===== src/rtl/uart_rb_pkg.sv =====
`timescale 1ns/1ps
package uart_rb_pkg;
  localparam int REG_W   = 16;
  localparam int N_CTRL  = 8;
  localparam int CIDX_W  = $clog2(N_CTRL);

  // word indices
  localparam int A_RXD  = 'h00;
  localparam int A_TXD  = 'h10;
  localparam int A_CR1  = 'h20;
  localparam int A_CR2  = 'h21;
  localparam int A_CR3  = 'h22;
  localparam int A_CR4  = 'h23;
  localparam int A_FCR  = 'h24;
  localparam int A_SR1  = 'h25;
  localparam int A_SR2  = 'h26;
  localparam int A_BINC = 'h29;
  localparam int A_BMOD = 'h2A;
  localparam int A_BCNT = 'h2B;
  localparam int A_MS   = 'h2C;
  localparam int A_TST  = 'h2D;

  // status word 1 bits (ready bits share position with their enables)
  localparam int S1_PERR = 15;
  localparam int S1_RTSS = 14;
  localparam int S1_TRDY = 13;
  localparam int S1_FERR = 10;
  localparam int S1_RRDY = 9;
  localparam int S1_AGE  = 8;
  localparam int S1_RXDS = 6;
  // status word 2 bits (low ones share position with control word 4 enables)
  localparam int S2_TXFE  = 14;
  localparam int S2_WAKE  = 7;
  localparam int S2_DCDIN = 5;
  localparam int S2_TXDC  = 3;
  localparam int S2_BRK   = 2;
  localparam int S2_ORE   = 1;
  localparam int S2_RDR   = 0;
  // control bits
  localparam int C1_TXMPTY = 6;
  localparam int C2_SRST   = 0;
  localparam int C2_TXEN   = 2;
  localparam int C2_ATEN   = 3;
  // test word bits
  localparam int T_TXEMPTY = 6;
  localparam int T_RXEMPTY = 5;

  localparam logic [REG_W-1:0] W1C1_MASK =
    (REG_W'(1) << S1_AGE) | (REG_W'(1) << S1_FERR) | (REG_W'(1) << S1_PERR);
  localparam logic [REG_W-1:0] W1C2_MASK =
    (REG_W'(1) << S2_BRK) | (REG_W'(1) << S2_ORE) | (REG_W'(1) << S2_WAKE);
  localparam logic [REG_W-1:0] C4_IRQ_MASK =
    (REG_W'(1) << S2_WAKE) | (REG_W'(1) << S2_TXDC) |
    (REG_W'(1) << S2_ORE)  | (REG_W'(1) << S2_RDR);
  localparam logic [REG_W-1:0] C1_RDY_MASK =
    (REG_W'(1) << S1_TRDY) | (REG_W'(1) << S1_RRDY);

  typedef enum logic [CIDX_W-1:0] {
    C_CR1, C_CR2, C_CR3, C_CR4, C_FCR, C_BMOD, C_BCNT, C_MS
  } cidx_e;

  typedef struct packed {
    logic              hit;
    logic [CIDX_W-1:0] idx;
  } cdec_t;

  function automatic logic [REG_W-1:0] ctrl_reset(int idx);
    case (idx)
      C_CR2:   return REG_W'(1) << C2_SRST;
      C_CR3:   return REG_W'('h0700);
      C_FCR:   return REG_W'('h0801);
      C_BCNT:  return REG_W'(4);
      default: return '0;
    endcase
  endfunction

  function automatic cdec_t ctrl_decode(int unsigned a);
    cdec_t d;
    d.hit = 1'b1;
    d.idx = '0;
    case (a)
      A_CR1:   d.idx = C_CR1;
      A_CR2:   d.idx = C_CR2;
      A_CR3:   d.idx = C_CR3;
      A_CR4:   d.idx = C_CR4;
      A_FCR:   d.idx = C_FCR;
      A_BMOD:  d.idx = C_BMOD;
      A_BCNT:  d.idx = C_BCNT;
      A_MS:    d.idx = C_MS;
      default: d.hit = 1'b0;
    endcase
    return d;
  endfunction
endpackage


===== src/rtl/uart_rb_ctrl.sv =====
`timescale 1ns/1ps
module uart_rb_ctrl
  import uart_rb_pkg::*;
#(
  parameter int ADDR_W = 6
) (
  input  logic                          clk,
  input  logic                          rst_n,
  input  logic                          wr_en,
  input  logic [ADDR_W-1:0]             addr,
  input  logic [REG_W-1:0]              wdata,
  input  logic                          soft_rst,
  output logic [N_CTRL-1:0][REG_W-1:0]  cregs_o
);
  cdec_t dec;
  assign dec = ctrl_decode(int'(addr));

  for (genvar g = 0; g < N_CTRL; g++) begin : g_reg
    localparam logic [REG_W-1:0] RV = ctrl_reset(g);
    localparam bit IS_CR2 = (g == int'(C_CR2));
    logic [REG_W-1:0] q, nxt;
    logic             en;

    always_comb begin
      en  = 1'b0;
      nxt = q;
      if (soft_rst) begin
        en  = 1'b1;
        nxt = IS_CR2 ? (wdata | (REG_W'(1) << C2_SRST)) : RV;
      end else if (wr_en && dec.hit && (dec.idx == CIDX_W'(g))) begin
        en  = 1'b1;
        nxt = IS_CR2 ? (wdata | (REG_W'(1) << C2_SRST)) : wdata;
      end
    end

    always_ff @(posedge clk or negedge rst_n) begin
      if (!rst_n)  q <= RV;
      else if (en) q <= nxt;
    end

    assign cregs_o[g] = q;
  end
endmodule


===== src/rtl/uart_rb_status.sv =====
`timescale 1ns/1ps
module uart_rb_status
  import uart_rb_pkg::*;
(
  input  logic             clk,
  input  logic             rst_n,
  input  logic             soft_rst,
  input  logic             clr1_en,
  input  logic             clr2_en,
  input  logic [REG_W-1:0] wdata,
  input  logic             tx_accept,
  input  logic             tx_done,
  input  logic             age_stb,
  input  logic             ferr_stb,
  input  logic             perr_stb,
  input  logic             ovr_stb,
  input  logic             brk_stb,
  input  logic             rxc_stb,
  input  logic             rx_thresh,
  input  logic             rx_nonempty,
  output logic [REG_W-1:0] usr1_o,
  output logic [REG_W-1:0] usr2_o,
  output logic             tx_busy_o
);
  logic [REG_W-1:0] st1_q, st1_nxt, set1, clr1;
  logic [REG_W-1:0] st2_q, st2_nxt, set2, clr2;
  logic             st1_en, st2_en;
  logic             busy_q, busy_nxt, busy_en;

  always_comb begin
    set1 = '0;
    set1[S1_AGE]  = age_stb;
    set1[S1_FERR] = ferr_stb;
    set1[S1_PERR] = perr_stb;
    set2 = '0;
    set2[S2_ORE]  = ovr_stb;
    set2[S2_BRK]  = brk_stb;
    set2[S2_WAKE] = rxc_stb;
    clr1 = clr1_en ? (wdata & W1C1_MASK) : '0;
    clr2 = clr2_en ? (wdata & W1C2_MASK) : '0;

    st1_en  = soft_rst | clr1_en | (|set1);
    st1_nxt = soft_rst ? '0 : ((st1_q & ~clr1) | set1);
    st2_en  = soft_rst | clr2_en | (|set2);
    st2_nxt = soft_rst ? '0 : ((st2_q & ~clr2) | set2);

    busy_en  = soft_rst | tx_accept | tx_done;
    busy_nxt = soft_rst ? 1'b0 : tx_accept;
  end

  always_ff @(posedge clk or negedge rst_n) begin
    if (!rst_n)      st1_q <= '0;
    else if (st1_en) st1_q <= st1_nxt;
  end

  always_ff @(posedge clk or negedge rst_n) begin
    if (!rst_n)      st2_q <= '0;
    else if (st2_en) st2_q <= st2_nxt;
  end

  always_ff @(posedge clk or negedge rst_n) begin
    if (!rst_n)       busy_q <= 1'b0;
    else if (busy_en) busy_q <= busy_nxt;
  end

  always_comb begin
    usr1_o          = st1_q;
    usr1_o[S1_TRDY] = !busy_q;
    usr1_o[S1_RRDY] = rx_thresh;
    usr1_o[S1_RXDS] = 1'b1;
    usr1_o[S1_RTSS] = 1'b1;
    usr2_o           = st2_q;
    usr2_o[S2_TXFE]  = !busy_q;
    usr2_o[S2_TXDC]  = !busy_q;
    usr2_o[S2_DCDIN] = 1'b1;
    usr2_o[S2_RDR]   = rx_nonempty;
  end

  assign tx_busy_o = busy_q;
endmodule


===== src/rtl/uart_rb_irq.sv =====
`timescale 1ns/1ps
module uart_rb_irq
  import uart_rb_pkg::*;
(
  input  logic             clk,
  input  logic             rst_n,
  input  logic [REG_W-1:0] usr1,
  input  logic [REG_W-1:0] usr2,
  input  logic [REG_W-1:0] ucr1,
  input  logic [REG_W-1:0] ucr2,
  input  logic [REG_W-1:0] ucr4,
  output logic             irq_o
);
  logic lvl, irq_q;

  always_comb begin
    lvl = (|(usr1 & ucr1 & C1_RDY_MASK))
        | (ucr2[C2_ATEN] & usr1[S1_AGE])
        | (ucr1[C1_TXMPTY] & usr2[S2_TXFE])
        | (|(usr2 & ucr4 & C4_IRQ_MASK));
  end

  always_ff @(posedge clk or negedge rst_n) begin
    if (!rst_n) irq_q <= 1'b0;
    else        irq_q <= lvl;
  end

  assign irq_o = irq_q;
endmodule


===== src/rtl/uart_regbank.sv =====
`timescale 1ns/1ps
module uart_regbank
  import uart_rb_pkg::*;
#(
  parameter int ADDR_W = 6,
  parameter int BUS_W  = 32,
  parameter int CHAR_W = 8
) (
  input  logic              clk,
  input  logic              rst_n,
  input  logic              wr_en,
  input  logic              rd_en,
  input  logic [ADDR_W-1:0] addr,
  input  logic [BUS_W-1:0]  wdata,
  output logic [BUS_W-1:0]  rdata,
  output logic              tx_stb,
  output logic [CHAR_W-1:0] tx_char,
  input  logic              tx_done,
  input  logic              rx_char_stb,
  input  logic              rx_thresh,
  input  logic              rx_nonempty,
  input  logic [REG_W-2:0]  rx_word,
  output logic              rx_pop,
  input  logic              age_stb,
  input  logic              ferr_stb,
  input  logic              perr_stb,
  input  logic              ovr_stb,
  input  logic              brk_stb,
  output logic              irq
);
  logic                         rst_meta, rst_n_s;
  logic [REG_W-1:0]             wd16;
  logic                         unused_wd_hi;
  logic [N_CTRL-1:0][REG_W-1:0] cregs;
  logic [REG_W-1:0]             ucr1, ucr2, ucr4, usr1, usr2;
  logic                         tx_busy, soft_rst, clr1_en, clr2_en;
  logic [REG_W-1:0]             rd16, tst;
  cdec_t                        rdec;

  // reset: asserted asynchronously, released on a clock edge
  always_ff @(posedge clk or negedge rst_n) begin
    if (!rst_n) begin
      rst_meta <= 1'b0;
      rst_n_s  <= 1'b0;
    end else begin
      rst_meta <= 1'b1;
      rst_n_s  <= rst_meta;
    end
  end

  assign wd16         = wdata[REG_W-1:0];
  assign unused_wd_hi = ^wdata[BUS_W-1:REG_W];

  assign soft_rst = wr_en && (addr == ADDR_W'(A_CR2)) && !wd16[C2_SRST];
  assign clr1_en  = wr_en && (addr == ADDR_W'(A_SR1));
  assign clr2_en  = wr_en && (addr == ADDR_W'(A_SR2));
  assign tx_stb   = wr_en && (addr == ADDR_W'(A_TXD)) && ucr2[C2_TXEN];
  assign tx_char  = wdata[CHAR_W-1:0];
  assign rx_pop   = rd_en && (addr == ADDR_W'(A_RXD)) && rx_nonempty;

  uart_rb_ctrl #(.ADDR_W(ADDR_W)) u_ctrl (
    .clk      (clk),
    .rst_n    (rst_n_s),
    .wr_en    (wr_en),
    .addr     (addr),
    .wdata    (wd16),
    .soft_rst (soft_rst),
    .cregs_o  (cregs)
  );

  assign ucr1 = cregs[C_CR1];
  assign ucr2 = cregs[C_CR2];
  assign ucr4 = cregs[C_CR4];

  uart_rb_status u_status (
    .clk         (clk),
    .rst_n       (rst_n_s),
    .soft_rst    (soft_rst),
    .clr1_en     (clr1_en),
    .clr2_en     (clr2_en),
    .wdata       (wd16),
    .tx_accept   (tx_stb),
    .tx_done     (tx_done),
    .age_stb     (age_stb),
    .ferr_stb    (ferr_stb),
    .perr_stb    (perr_stb),
    .ovr_stb     (ovr_stb),
    .brk_stb     (brk_stb),
    .rxc_stb     (rx_char_stb),
    .rx_thresh   (rx_thresh),
    .rx_nonempty (rx_nonempty),
    .usr1_o      (usr1),
    .usr2_o      (usr2),
    .tx_busy_o   (tx_busy)
  );

  uart_rb_irq u_irq (
    .clk   (clk),
    .rst_n (rst_n_s),
    .usr1  (usr1),
    .usr2  (usr2),
    .ucr1  (ucr1),
    .ucr2  (ucr2),
    .ucr4  (ucr4),
    .irq_o (irq)
  );

  always_comb begin
    tst            = '0;
    tst[T_TXEMPTY] = !tx_busy;
    tst[T_RXEMPTY] = !rx_nonempty;
  end

  assign rdec = ctrl_decode(int'(addr));

  always_comb begin
    rd16 = '0;
    if (rdec.hit) begin
      rd16 = cregs[rdec.idx];
    end else begin
      case (addr)
        ADDR_W'(A_RXD): rd16 = {rx_nonempty, rx_word};
        ADDR_W'(A_SR1): rd16 = usr1;
        ADDR_W'(A_SR2): rd16 = usr2;
        ADDR_W'(A_TST): rd16 = tst;
        default:        rd16 = '0;
      endcase
    end
  end

  assign rdata = BUS_W'(rd16);
endmodule


===== config.mk =====
export PLATFORM = sky130hd
export DESIGN_NAME = uart_regbank
export DESIGN_NICKNAME = d
export VERILOG_FILES = /design/src/rtl/uart_rb_pkg.sv /design/src/rtl/uart_rb_ctrl.sv /design/src/rtl/uart_rb_status.sv /design/src/rtl/uart_rb_irq.sv /design/src/rtl/uart_regbank.sv
export SDC_FILE = /design/constraint.sdc
export NUM_CORES = 1
export LEC_CHECK = 0
export ABC_CLOCK_PERIOD_IN_PS = 5200
export BUFFER_PORTS_ARGS = -buffer_cell sky130_fd_sc_hd__buf_2
export CAP_MARGIN = 0
export CORE_ASPECT_RATIO = 0.5
export CORE_MARGIN = 8
export CORE_UTILIZATION = 44
export CTS_CLUSTER_SIZE = 8
export DETAILED_ROUTE_END_ITERATION = 8
export SLEW_MARGIN = 20
export SYNTH_ARGS = -nofsm -noshare
export SYNTH_HDL_FRONTEND = slang
export SYNTH_SLANG_ARGS = --single-unit

===== constraint.sdc =====
create_clock -name clk -period 5.2 [get_ports clk]
set_input_delay 1.04 -clock clk [delete_from_list [all_inputs] [get_ports clk]]
set_output_delay 1.04 -clock clk [all_outputs]
set_load 0.02 [all_outputs]

* After elaboration in Yosys (flattened, before gate mapping)
Cells that the tools add are included.
** Operators by class
- Magnitude comparators :: 1
- Eq/ne operators :: 19
- Muxes and demuxes :: 43
- Bitwise gates (word level) :: 19
- Reductions and logical operators :: 43
** Operator list (count)
- $mux 16 :: 21
- $eq 6x6->1 const B :: 11
- $pmux 16 s4 :: 1
- $bmux 16 s3 :: 1
- $and 16x16->16 :: 2
- $not 16->16 :: 2
- $pmux 3 s7 :: 1
- $mux 1 :: 18
- $logic_and 1x1->1 :: 17
- $or 16x16->16 :: 1
- $or 16x8->16 :: 1
- $reduce_and 2->1 :: 8
- $reduce_bool 2->1 :: 8
- $and 14x14->14 :: 1
- $eq 3x3->1 const B :: 4
- $or 1x1->1 :: 9
- $and 8x8->8 :: 1
- $mux 8 :: 1
- $reduce_or 8->1 :: 1
- $eq 3x2->1 const B :: 2
- $eq 6x5->1 const B :: 1
- $logic_not 6->1 :: 1
- $reduce_or 3->1 :: 2
- $lt 3x4->1 const B :: 1
- 6 further kinds :: 9
** Word-level totals
- Register bits after elaboration :: 164
- Bits of input ports :: 66
- Logic and storage cells :: 139

* Logic depth before layout (Yosys ltp)
Gate-level depths: netlist (run 1).
- Depth after elaboration :: 8
- Depth in mapped cells :: 8
- Depth with buffers taken out :: 5

* Hierarchy
Synthesis (run 1) repeated with hierarchy kept, for this count alone.
** Unflattened totals
- Cells, all modules :: 871
- Area, all modules :: 8378.0 µm²
** Modules (own cells, without submodules)
- uart_rb_ctrl :: times used 1, cells each 446, area an instance 5509.0 µm²
- uart_regbank :: times used 1, cells each 363, area an instance 2314.7 µm²
- uart_rb_status :: times used 1, cells each 56, area an instance 493.0 µm²
- uart_rb_irq :: times used 1, cells each 6, area an instance 61.3 µm²

* Worst setup path after synthesis (run 1)
No wires, ideal clock.
- Path type :: in2out
- Start :: input port addr[2]
- End :: output port rdata[10]
- Data arrival time :: 3.184 ns
- Setup slack :: 0.976 ns
- Stages :: 7
- Path buffers :: 2
- Cells stage by stage :: buf_2 -> nor2b_1 -> mux2i_4 -> nor2_1 -> clkbuf_1 -> mux4_2 -> a2111o_1
** Between the ends
- Word-level cells in the longest chain between the ends :: 5
- Elaborated cells between the ends (all ways) :: 19
** Ends and longest elaborated chain
- start, declared :: RTL line uart_regbank.sv:13 : input logic [ADDR_W-1:0] addr,
- $eq 6x6->1 :: RTL line uart_rb_pkg.sv:81 : case (a)
- $pmux 3 s7 :: RTL line uart_rb_pkg.sv:81
- $bmux 16 s3 :: RTL line uart_regbank.sv:119 : rd16 = cregs[rdec.idx];
- $mux 16 (not written as such) :: RTL line uart_regbank.sv:119
- $mux 16 (*) :: RTL line uart_regbank.sv:118 : if (rdec.hit) begin
- end, declared :: RTL line uart_regbank.sv:15 : output logic [BUS_W-1:0] rdata,
Every way passes the cells marked *; elsewhere a longest branch is shown, timed or not. The select of a mux whose other input is x is not followed.

* Worst setup path after layout (run 1)
- Start :: input port addr[1]
- End :: output port rdata[6]
Same word-level chain as after synthesis.

==> results.sh, run 1 <==
export IMPL_max_freq_mhz=209
export IMPL_setup_viol=0
export IMPL_yosysWarnings=0
export IMPL_ff2ff_setup_slack_ps=3700
export IMPL_power_leakage_nw=3.85
export IMPL_wl_met2_um=10800
export IMPL_switching_power_mw=0.810
export IMPL_min_path_type="register to register"
export IMPL_maxCapViolCount=0
export IMPL_area_growth_pct=14.9
export IMPL_ys_ff_latch=137
export IMPL_internal_power_mw=2.00
export IMPL_start_util=0.449
export IMPL_grt_use_total=0.230
export IMPL_post_route_drc_count=0
export IMPL_relSlewSlack=0.341
export IMPL_stdcell_area_um2=8460
export IMPL_r2r_cells=1
export IMPL_fp_coreArea_um2=16400
export IMPL_rsz0062_at_grt="no"
export IMPL_htree_levels=4
export IMPL_met1_length_um=10800
export IMPL_wirelength_um=24200
export IMPL_rows=33
export IMPL_dpl_instance_area_um2=7870
export IMPL_cpMaxStageDelayCell="nor2b_1"
export IMPL_critPathKind="input port to primary output"
export IMPL_grt_pass1_wl_um=37500
export IMPL_clockPowerShare=0.434
export IMPL_min_from="rst_meta"
export IMPL_p_sw_frac=0.288
export IMPL_end_kind="primary output"
export IMPL_crit_path_end="rdata[6]"
export IMPL_hold_viol=0
export IMPL_grt_max_degree=61
export IMPL_cts_buffers=17
export IMPL_highest_layer="met4"
export IMPL_dr_pass1_iters=5
export IMPL_maxSlewViolCount=0
export IMPL_syn_area_per_cell_um2=9.14
export IMPL_hold_ws_ps=348
export IMPL_post_cts_buffers=0
export IMPL_reg2reg_to="u_ctrl.g_reg[2].q[9]"
export IMPL_clk_latency_ps=430
export IMPL_crit_path_frequent_cell="buf_2"
export IMPL_clk_path_buf_depth=2
export IMPL_irDropWorstVdd_uv=224
export IMPL_synth_cell_types=61
export IMPL_fin_skew_ps=16.4
export IMPL_post_route_util=0.516
export IMPL_wl_per_cell_um=22.2
export IMPL_place_detailed_hpwl_um=16200
export IMPL_critical_path_startpoint="addr[1]"
export IMPL_crit_required_ps=4160
export IMPL_viasPerCell=5.86
export IMPL_postCtsHoldBufs=0
export IMPL_place_congestion=0.891
export IMPL_antenna_left=0
export IMPL_io_buffers=76
export IMPL_arrival_ps=3740
export IMPL_setup_slack_ps=420
export IMPL_slowest_delay_ps=630
export IMPL_die_h_um=107
export IMPL_final_setup_tns_ps=0
export IMPL_drt_iter0_drc=761
export IMPL_synth_area_um2=7360
export IMPL_fp_dieW_um=199
export IMPL_cts_resized=0
export IMPL_path_cells="buf_2 -> nor2b_1 -> mux2i_4 -> nor2_1 -> buf_4 -> mux4_2 -> a2111o_1 -> buf_2"
export IMPL_power_density_nw_per_um2=333
export IMPL_fill_cells=1518
export IMPL_root_buffer="clkbuf_16"
export IMPL_dr_wl_met3_um=2190
export IMPL_diodes=0
export IMPL_die_area_um2=21400
export IMPL_fin_crit_ps=4780
export IMPL_first_global_vias=6230
export IMPL_grt_ovfl_total=0
export IMPL_antenna_found_initial=0
export IMPL_fin_nets=918
export IMPL_vias=6395
export IMPL_r2r_start="rst_n_s"
export IMPL_path_clk_slew_ps=70
export IMPL_status="completed"
export IMPL_io_pins=109
export IMPL_ys_flop_type="dfrtp_1"
export IMPL_path_max_fanout=14
export IMPL_comb_power_share=0.129
export IMPL_seq_area_frac_synth=0.467
export IMPL_drive_gt1_frac=0.208
export IMPL_synth_async_reset_ratio=1.00
export IMPL_pre_cts_ws_ps=511
export IMPL_synth_enable_flop_cells=0
export IMPL_finalCritPeriodShare=0.919
export IMPL_worst_pin_slew_ps=984
export IMPL_synthesis_instances=805
export IMPL_cts_sinks=137
export IMPL_tritoncts="done"
export IMPL_seq_power_share=0.437
export IMPL_cp_start_kind="input port"
## kinds of logic after synthesis
logic type	Yosys count	synth area share
buffers and inverters	96	0.0680
XOR/XNOR	2	0.00238
AND/OR/NAND/NOR	323	0.193
other	2	0.00102
multiplexers	69	0.112
flip-flops	137	0.467
AO/OA/AOI/OAI	176	0.157
## worst min path at each step
stage | slack, ps | end | cells past startpoint
4_1_cts | 350 | rst_n_s | 0
3_3_place_gp | 330 | rst_n_s | 0
3_5_place_dp | 340 | rst_n_s | 0
6_report | 350 | rst_n_s | 0
2_1_floorplan | 330 | rst_n_s | 0
5_1_grt | 350 | rst_n_s | 0
## registers in the layout, summed over array words and instances, names as in the netlist
signal and count:
u_status.tx_busy_o 1, u_status.st2_q 3, u_status.st1_q 3, rst_n_s 1
u_irq.irq_o 1, rst_meta 1, u_ctrl.g.q 127
## critical path: cells and delay by family
kind / cells / cell delay, ps
buffers and inverters: 3 / 670
AOI/OAI and AO/OA: 1 / 440
muxes: 2 / 710
and+or+nand+nor: 2 / 860
## per-stage QoR
step	std cells	power (mW)
2_1_floorplan	820	1.49
3_3_place_gp	1060	1.59
3_5_place_dp	1060	1.60
4_1_cts	1092	2.82
5_1_grt	1092	2.93
6_report	1092	2.81
## final cells by class
class	count	area, um^2	share of cell area
clock buffers	19	453	0.0536
inverters	6	22.5	0.00266
well taps	227	284	0.0336
flip-flops and latches	137	3440	0.407
repair buffers	103	621	0.0734
clock inverters	13	130	0.0154
multi-input cells	587	3510	0.415
## per-layer routing
layer | track usage | vias up
met1 | 0.327 | 3197
met3 | 0.0552 | 37
met4 | 0.0726 | 0
li1 | - | 2843
met2 | 0.341 | 318
met5 | 0 | -
## power by group through the flow
| stage | clock [mW] | sequential [mW] | combinational, mW |
|---|---|---|---|
| 2_1_floorplan | 0 | 1.24 | 0.250 |
| 3_3_place_gp | 0 | 1.25 | 0.349 |
| 3_5_place_dp | 0 | 1.25 | 0.355 |
| 4_1_cts | 1.24 | 1.23 | 0.357 |
| 5_1_grt | 1.29 | 1.24 | 0.395 |
| 6_report | 1.22 | 1.23 | 0.362 |
## synthesized netlist by cell type (3+ instances only)
cell | n | area (um^2)
and2_1 | 3 | 18.8
nand3_1 | 35 | 175
buf_2 | 25 | 125
o21ai_0 | 25 | 125
nor2b_1 | 5 | 31.3
nand2_1 | 186 | 698
a22o_1 | 9 | 78.8
a21oi_1 | 88 | 440
nand2b_1 | 4 | 25.0
mux2_2 | 9 | 101
mux2i_1 | 50 | 500
dfrtp_1 | 131 | 3280
a221oi_1 | 8 | 70.1
mux4_2 | 9 | 203
o22a_1 | 3 | 26.3
a31o_2 | 3 | 26.3
nor3_1 | 4 | 20.0
a211o_1 | 4 | 35.0
buf_4 | 27 | 203
and3_1 | 5 | 31.3
clkbuf_1 | 33 | 124
a2111o_1 | 9 | 101
nor2_1 | 66 | 248
inv_1 | 6 | 22.5
a211oi_1 | 4 | 30.0
dfstp_2 | 6 | 158
buf_1 | 4 | 15.0
## layout by cell type, fill, tap and decap left out, types with 4 or more instances in the layout
cell type,instances
nand2_1,186
dfrtp_1,130
a21oi_1,88
buf_2,76
nor2_1,65
mux2i_1,50
nand3_1,35
o21ai_0,25
buf_4,24
conb_1,17
clkbuf_16,17
mux2_2,9
a22o_1,9
a2111o_1,9
mux4_2,9
a221oi_1,8
inv_6,8
inv_1,6
dfstp_2,6
and3_1,5
nand2b_1,4
nor2b_1,4
a211o_1,4
a211oi_1,4
(Power assumes the default switching activity.)
==> run 2, diff against run 1 <==
--- a/config.mk
+++ b/config.mk
@@ -11,6 +11,7 @@
 export CORE_ASPECT_RATIO = 0.5
 export CORE_MARGIN = 8
 export CORE_UTILIZATION = 44
+export CTS_BUF_LIST = sky130_fd_sc_hd__clkbuf_4 sky130_fd_sc_hd__clkbuf_8
 export CTS_CLUSTER_SIZE = 8
 export DETAILED_ROUTE_END_ITERATION = 8
 export SLEW_MARGIN = 20
==> run 2 against run 1 <==
  * Wire length shrank 0.60%
  * Fmax barely moved
  * Highest routed layer unchanged
  * Final cell count hardly changed
==> results.sh, run 2 (synthesized netlist as in run 1, its figures left out) <==
export IMPL_power_density_nw_per_um2=301
export IMPL_crit_required_ps=4160
export IMPL_vias=6353
export IMPL_clk_latency_ps=450
export IMPL_htree_levels=4
export IMPL_finalNonFillerCells=1093
export IMPL_dpl_instance_area_um2=7870
export IMPL_drive_gt1_frac=0.208
export IMPL_met1_length_um=11000
export IMPL_critPathKind="input port to primary output"
export IMPL_root_buffer="clkbuf_8"
export IMPL_path_max_fanout=14
export IMPL_start_util=0.449
export IMPL_fill_cells=1554
export IMPL_clk_path_buf_depth=2
export IMPL_relSlewSlack=0.331
export IMPL_highest_layer="met4"
export IMPL_place_congestion=0.891
export IMPL_dp_cells=1060
export IMPL_status="completed"
export IMPL_io_pins=109
export IMPL_max_freq_mhz=209
export IMPL_post_route_drc_count=0
export IMPL_ff2ff_setup_slack_ps=3690
export IMPL_postCtsHoldBufs=0
export IMPL_top_regs="u_ctrl.g.q x127, u_status.st1_q x3, u_status.st2_q x3"
export IMPL_maxSlewViolCount=0
export IMPL_dr_wl_met3_um=1910
export IMPL_viasPerCell=5.81
export IMPL_maxCapViolCount=0
export IMPL_pre_cts_ws_ps=511
export IMPL_finalCritPeriodShare=0.919
export IMPL_cp_start_kind="input port"
export IMPL_final_setup_tns_ps=0
export IMPL_wirelength_um=24100
export IMPL_fp_dieW_um=199
export IMPL_hold_viol=0
export IMPL_rows=33
export IMPL_grt_pass1_wl_um=37500
export IMPL_setup_viol=0
export IMPL_end_kind="primary output"
export IMPL_setup_slack_ps=419
export IMPL_largest_register_ffs=127
export IMPL_wl_per_cell_um=22.0
export IMPL_r2r_start="rst_n_s"
export IMPL_grt_max_degree=61
export IMPL_io_buffers=76
export IMPL_min_path_type="input port to async pin"
export IMPL_arrival_ps=3740
export IMPL_reg2reg_to="u_ctrl.g_reg[0].q[4]"
export IMPL_irDropWorstVdd_uv=173
export IMPL_fin_crit_ps=4780
export IMPL_fin_skew_ps=28.7
export IMPL_post_cts_buffers=0
export IMPL_cts_buffers=17
export IMPL_path_clk_slew_ps=100
export IMPL_grt_use_total=0.229
export IMPL_grt_ovfl_total=0
export IMPL_wl_met2_um=10700
export IMPL_die_h_um=107
export IMPL_power_leakage_nw=3.77
export IMPL_die_area_um2=21400
export IMPL_final_common_cell="nand2_1"
export IMPL_first_global_vias=6191
export IMPL_final_cell_mix="186 x nand2_1, 130 x dfrtp_1, 88 x a21oi_1"
export IMPL_cts_sinks=137
export IMPL_antenna_left=0
export IMPL_fin_nets=918
export IMPL_place_detailed_hpwl_um=16200
export IMPL_area_growth_pct=12.3
export IMPL_tritoncts="done"
export IMPL_cts_resized=0
export IMPL_stdcell_area_um2=8270
export IMPL_largest_register="u_ctrl.g.q"
export IMPL_antenna_found_initial=1
export IMPL_dr_pass1_iters=5
export IMPL_r2r_cells=1
export IMPL_rsz0062_at_grt="no"
export IMPL_fp_coreArea_um2=16400
export IMPL_worst_pin_slew_ps=999
export IMPL_drt_iter0_drc=703
## run 2: changes by cell type in the layout (fill, tap and decap cells not counted)
cell       delta
clkbuf_16    -17
clkbuf_8     +17
diode_2       +1
## run 2: worst max-delay path: stages
cell and delay, ps:
buf_2 240, nor2b_1 620, mux2i_4 330, nor2_1 230, buf_4 260, mux4_2 380
a2111o_1 450, buf_2 170
## run 2: per-layer routing
metal,vias to the layer above,global-route usage
met3,39,0.0496
met2,278,0.335
met4,0,0.0736
met1,3196,0.332
met5,-,0
li1,2840,-
## run 2: layout make-up
class / instances / area (um^2) / share of cell area
sequential: 137 / 3440 / 0.416
antenna: 1 / 2.50 / 0.000303
multi-input combinational: 587 / 3510 / 0.424
tap: 227 / 284 / 0.0344
clock buffer: 19 / 262 / 0.0316
inverter: 6 / 22.5 / 0.00272
timing repair buffer: 103 / 621 / 0.0751
clock inverter: 13 / 130 / 0.0157
## run 2: worst max-delay path by stage
stage / from / end / slack [ps] / cells past startpoint
after floorplan: addr[2] / rdata[10] / 980 / 7
after global placement: addr[2] / rdata[0] / 520 / 7
after detailed placement: addr[1] / rdata[6] / 510 / 8
after CTS: addr[1] / rdata[6] / 500 / 8
after global routing: addr[1] / rdata[6] / 340 / 8
final: addr[1] / rdata[6] / 420 / 8
## run 2: report_power, final
group / leakage [nW] / internal, mW / switching (mW)
clock network: 0.199 / 0.418 / 0.482
registers: 1.80 / 1.17 / 0.0611
logic: 1.77 / 0.137 / 0.222
## run 2: metrics by stage
| stage | hold WS (ps) | utilization | power (mW) |
|---|---|---|---|
| after floorplan | 331 | - | 1.49 |
| after global placement | 334 | 0.480 | 1.59 |
| after detailed placement | 342 | 0.480 | 1.60 |
| after CTS | 341 | 0.504 | 2.50 |
| after global routing | 327 | 0.504 | 2.60 |
| final | 346 | 0.504 | 2.49 |
==> run 3, diff against run 2 <==
--- a/config.mk
+++ b/config.mk
@@ -5,6 +5,7 @@
 export SDC_FILE = /design/constraint.sdc
 export NUM_CORES = 1
 export LEC_CHECK = 0
+export ABC_AREA = 1
 export ABC_CLOCK_PERIOD_IN_PS = 5200
 export BUFFER_PORTS_ARGS = -buffer_cell sky130_fd_sc_hd__buf_2
 export CAP_MARGIN = 0
==> run 3 against run 2 <==
  * Fmax up 8.6%
  * Final area fell by 1.1%
  * Total power up 12%
  * Sequential power up 7%
  * Count of clock-buffer cells in the layout grew 3
  * Worst setup slack gained 380 ps
  * Wire length fell by 13%
  * Non-clock buffer count shrank 13
  * Die area barely moved
  * Hold slack improved by 5.6 ps
  * Critical path depth grew 4
  * Largest cell class is now flip-flops and latches
==> results.sh, run 3 <==
export IMPL_diodes=0
export IMPL_fp_coreArea_um2=16400
export IMPL_synth_compound_area_frac=0.132
export IMPL_synth_top_area_cell="dfrtp_1"
export IMPL_synth_area_um2=7350
export IMPL_irDropWorstVdd_uv=146
export IMPL_post_route_util=0.500
export IMPL_synth_fa_ha_area_frac=0
export IMPL_grt_ovfl_total=0
export IMPL_clk_path_buf_depth=2
export IMPL_die_h_um=107
export IMPL_wirelength_um=21000
export IMPL_maxSlewViolCount=0
export IMPL_path_max_fanout=26
export IMPL_relSlewSlack=0.396
export IMPL_post_route_drc_count=0
export IMPL_path_clk_slew_ps=80
export IMPL_vias=6481
export IMPL_setup_viol=0
export IMPL_arrival_ps=3360
export IMPL_fill_cells=1643
export IMPL_synth_async_reset_ratio=1.00
export IMPL_synth_cell_types=34
export IMPL_clockPowerShare=0.361
export IMPL_fp_dieW_um=199
export IMPL_drive_gt1_frac=0.166
export IMPL_ys_flop_type="dfrtp_1"
export IMPL_worst_pin_slew_ps=905
export IMPL_fin_skew_ps=18.2
export IMPL_maxCapViolCount=0
export IMPL_wl_per_cell_um=16.5
export IMPL_yosysWarnings=0
export IMPL_power_density_nw_per_um2=342
export IMPL_syn_area_per_cell_um2=7.52
export IMPL_yosys_cell_count_top_type="nand2_1"
export IMPL_final_setup_tns_ps=0
export IMPL_htree_levels=4
export IMPL_tritoncts="done"
export IMPL_antenna_found_initial=0
export IMPL_grt_use_total=0.199
export IMPL_status="completed"
export IMPL_place_detailed_hpwl_um=14200
export IMPL_path_cells="buf_2 -> nor2_1 -> nand3_2 -> buf_4 -> nand2_2 -> nor2_4 -> buf_4 -> inv_1 -> nand3_1 -> nand3_1 -> nand2_1 -> buf_2"
export IMPL_io_buffers=76
export IMPL_p_sw_frac=0.289
export IMPL_place_congestion=0.811
export IMPL_first_global_vias=6386
export IMPL_rows=33
export IMPL_max_freq_mhz=227
export IMPL_end_kind="primary output"
export IMPL_muxShareOfSynthArea=0
export IMPL_area_growth_pct=11.2
export IMPL_final_cell_mix="352 x nand2_1, 130 x dfrtp_1, 87 x o21ai_1"
export IMPL_synth_top_family_by_area="simple AND/OR/NAND/NOR gates"
export IMPL_cpMaxStageDelayCell="inv_1"
export IMPL_cts_sinks=137
export IMPL_switching_power_mw=0.808
export IMPL_synth_enable_flop_cells=0
export IMPL_cts_buffers=17
export IMPL_min_path_type="register to register"
export IMPL_ys_ff_latch=137
export IMPL_seq_power_share=0.471
export IMPL_post_cts_buffers=0
export IMPL_drt_iter0_drc=468
export IMPL_start_util=0.450
export IMPL_seq_area_frac_synth=0.467
export IMPL_comb_power_share=0.168
export IMPL_synthesis_instances=978
export IMPL_power_leakage_nw=4.14
export IMPL_clk_latency_ps=450
export IMPL_synthTopCellsByCount="352 x nand2_1, 131 x dfrtp_1, 87 x o21ai_1, 75 x inv_1, 75 x o21ai_0"
export IMPL_hold_viol=0
export IMPL_top_regs="u_ctrl.g.q x127, u_status.st1_q x3, u_status.st2_q x3"
export IMPL_internal_power_mw=1.99
export IMPL_final_common_cell="nand2_1"
export IMPL_finalCritPeriodShare=0.847
export IMPL_fin_crit_ps=4400
export IMPL_rsz0062_at_grt="no"
export IMPL_cp_start_kind="input port"
export IMPL_critPathKind="input port to primary output"
export IMPL_io_pins=109
export IMPL_synth_xor_xnor_area_share=0
export IMPL_yosys_top_cells_area="dfrtp_1 45%, nand2_1 18%, o21ai_1 5.9%"
export IMPL_slowest_delay_ps=560
export IMPL_dp_cells=1237
export IMPL_grt_max_degree=64
export IMPL_antenna_left=0
export IMPL_postCtsHoldBufs=0
export IMPL_finalNonFillerCells=1269
export IMPL_synth_top_area_share=0.446
export IMPL_largest_register_ffs=127
export IMPL_viasPerCell=5.11
export IMPL_crit_required_ps=4160
export IMPL_die_area_um2=21400
export IMPL_dr_pass1_iters=5
export IMPL_largest_register="u_ctrl.g.q"
export IMPL_cts_resized=0
export IMPL_grt_pass1_wl_um=33600
export IMPL_root_buffer="clkbuf_8"
export IMPL_synthSimpleGateAreaFrac=0.288
export IMPL_fin_nets=1095
run 3: changes by cell type in the layout (fill, tap and decap cells not counted), sizes merged, moves of 13 or more:
cell   change
o21ai    +137
inv       +79
a21oi     -77
mux2i     -51
nand4     +24
nand2    +176
nor2      -22
buf       -13
run 3: layout make-up:
| class | instances | area (um^2) | share of cell area |
|---|---|---|---|
| timing repair buffer | 90 | 485 | 0.0594 |
| inverter | 94 | 355 | 0.0435 |
| sequential | 137 | 3440 | 0.421 |
| tap | 227 | 284 | 0.0347 |
| multi-input combinational | 689 | 3160 | 0.386 |
| clock buffer | 22 | 284 | 0.0347 |
| clock inverter | 10 | 168 | 0.0205 |
run 3: path summary, 6_finish.rpt:
check / startpoint / endpoint / slack (ps) / cells past startpoint
min in group asynchronous: rst_n / rst_n_s / 370 / 1
min: rst_meta / rst_n_s / 350 / 0
max: addr[0] / rdata[15] / 800 / 12
min reg2reg: rst_meta / rst_n_s / 350 / 0
max reg2reg: rst_n_s / u_ctrl.g_reg[2].q[10] / 3730 / 1
max in group asynchronous: rst_n_s / u_ctrl.g_reg[2].q[10] / 3730 / 1
run 3: per-stage QoR:
| stage | hold slack (ps) | total power [mW] | area [um^2] | worst slack [ps] |
|---|---|---|---|---|
| finish | 351 | 2.80 | 8180 | 796 |
| global route | 349 | 2.94 | 8180 | 618 |
| CTS | 351 | 2.81 | 8180 | 798 |
| detailed placement | 335 | 1.81 | 7720 | 814 |
| global placement | 342 | 1.79 | 7720 | 839 |
| floorplan | 331 | 1.69 | 7410 | 1110 |
run 3: worst max-delay path: cells and delay by family:
kind,cells,cell delay (ps)
and+or+nand+nor,7,990
buffers and inverters,5,1310
run 3: logic make-up after synthesis:
group / after synthesis
compound gates: 184
other cells: 2
flops: 137
buf+inv: 167
simple gates: 488
run 3: per-layer routing:
metal  up-vias  track usage  share of wire
met5         -            0              0
met4         0       0.0589          0.012
met3        19       0.0353          0.047
met2       154        0.333           0.48
met1      3115        0.261           0.46
li1       3193            -              -
run 3: power by group through the flow:
stage	Combinational, mW	Clock [mW]	Sequential (mW)
floorplan	0.366	0	1.32
global placement	0.458	0	1.33
detailed placement	0.470	0	1.34
CTS	0.474	1.01	1.32
global route	0.547	1.05	1.34
finish	0.469	1.01	1.32
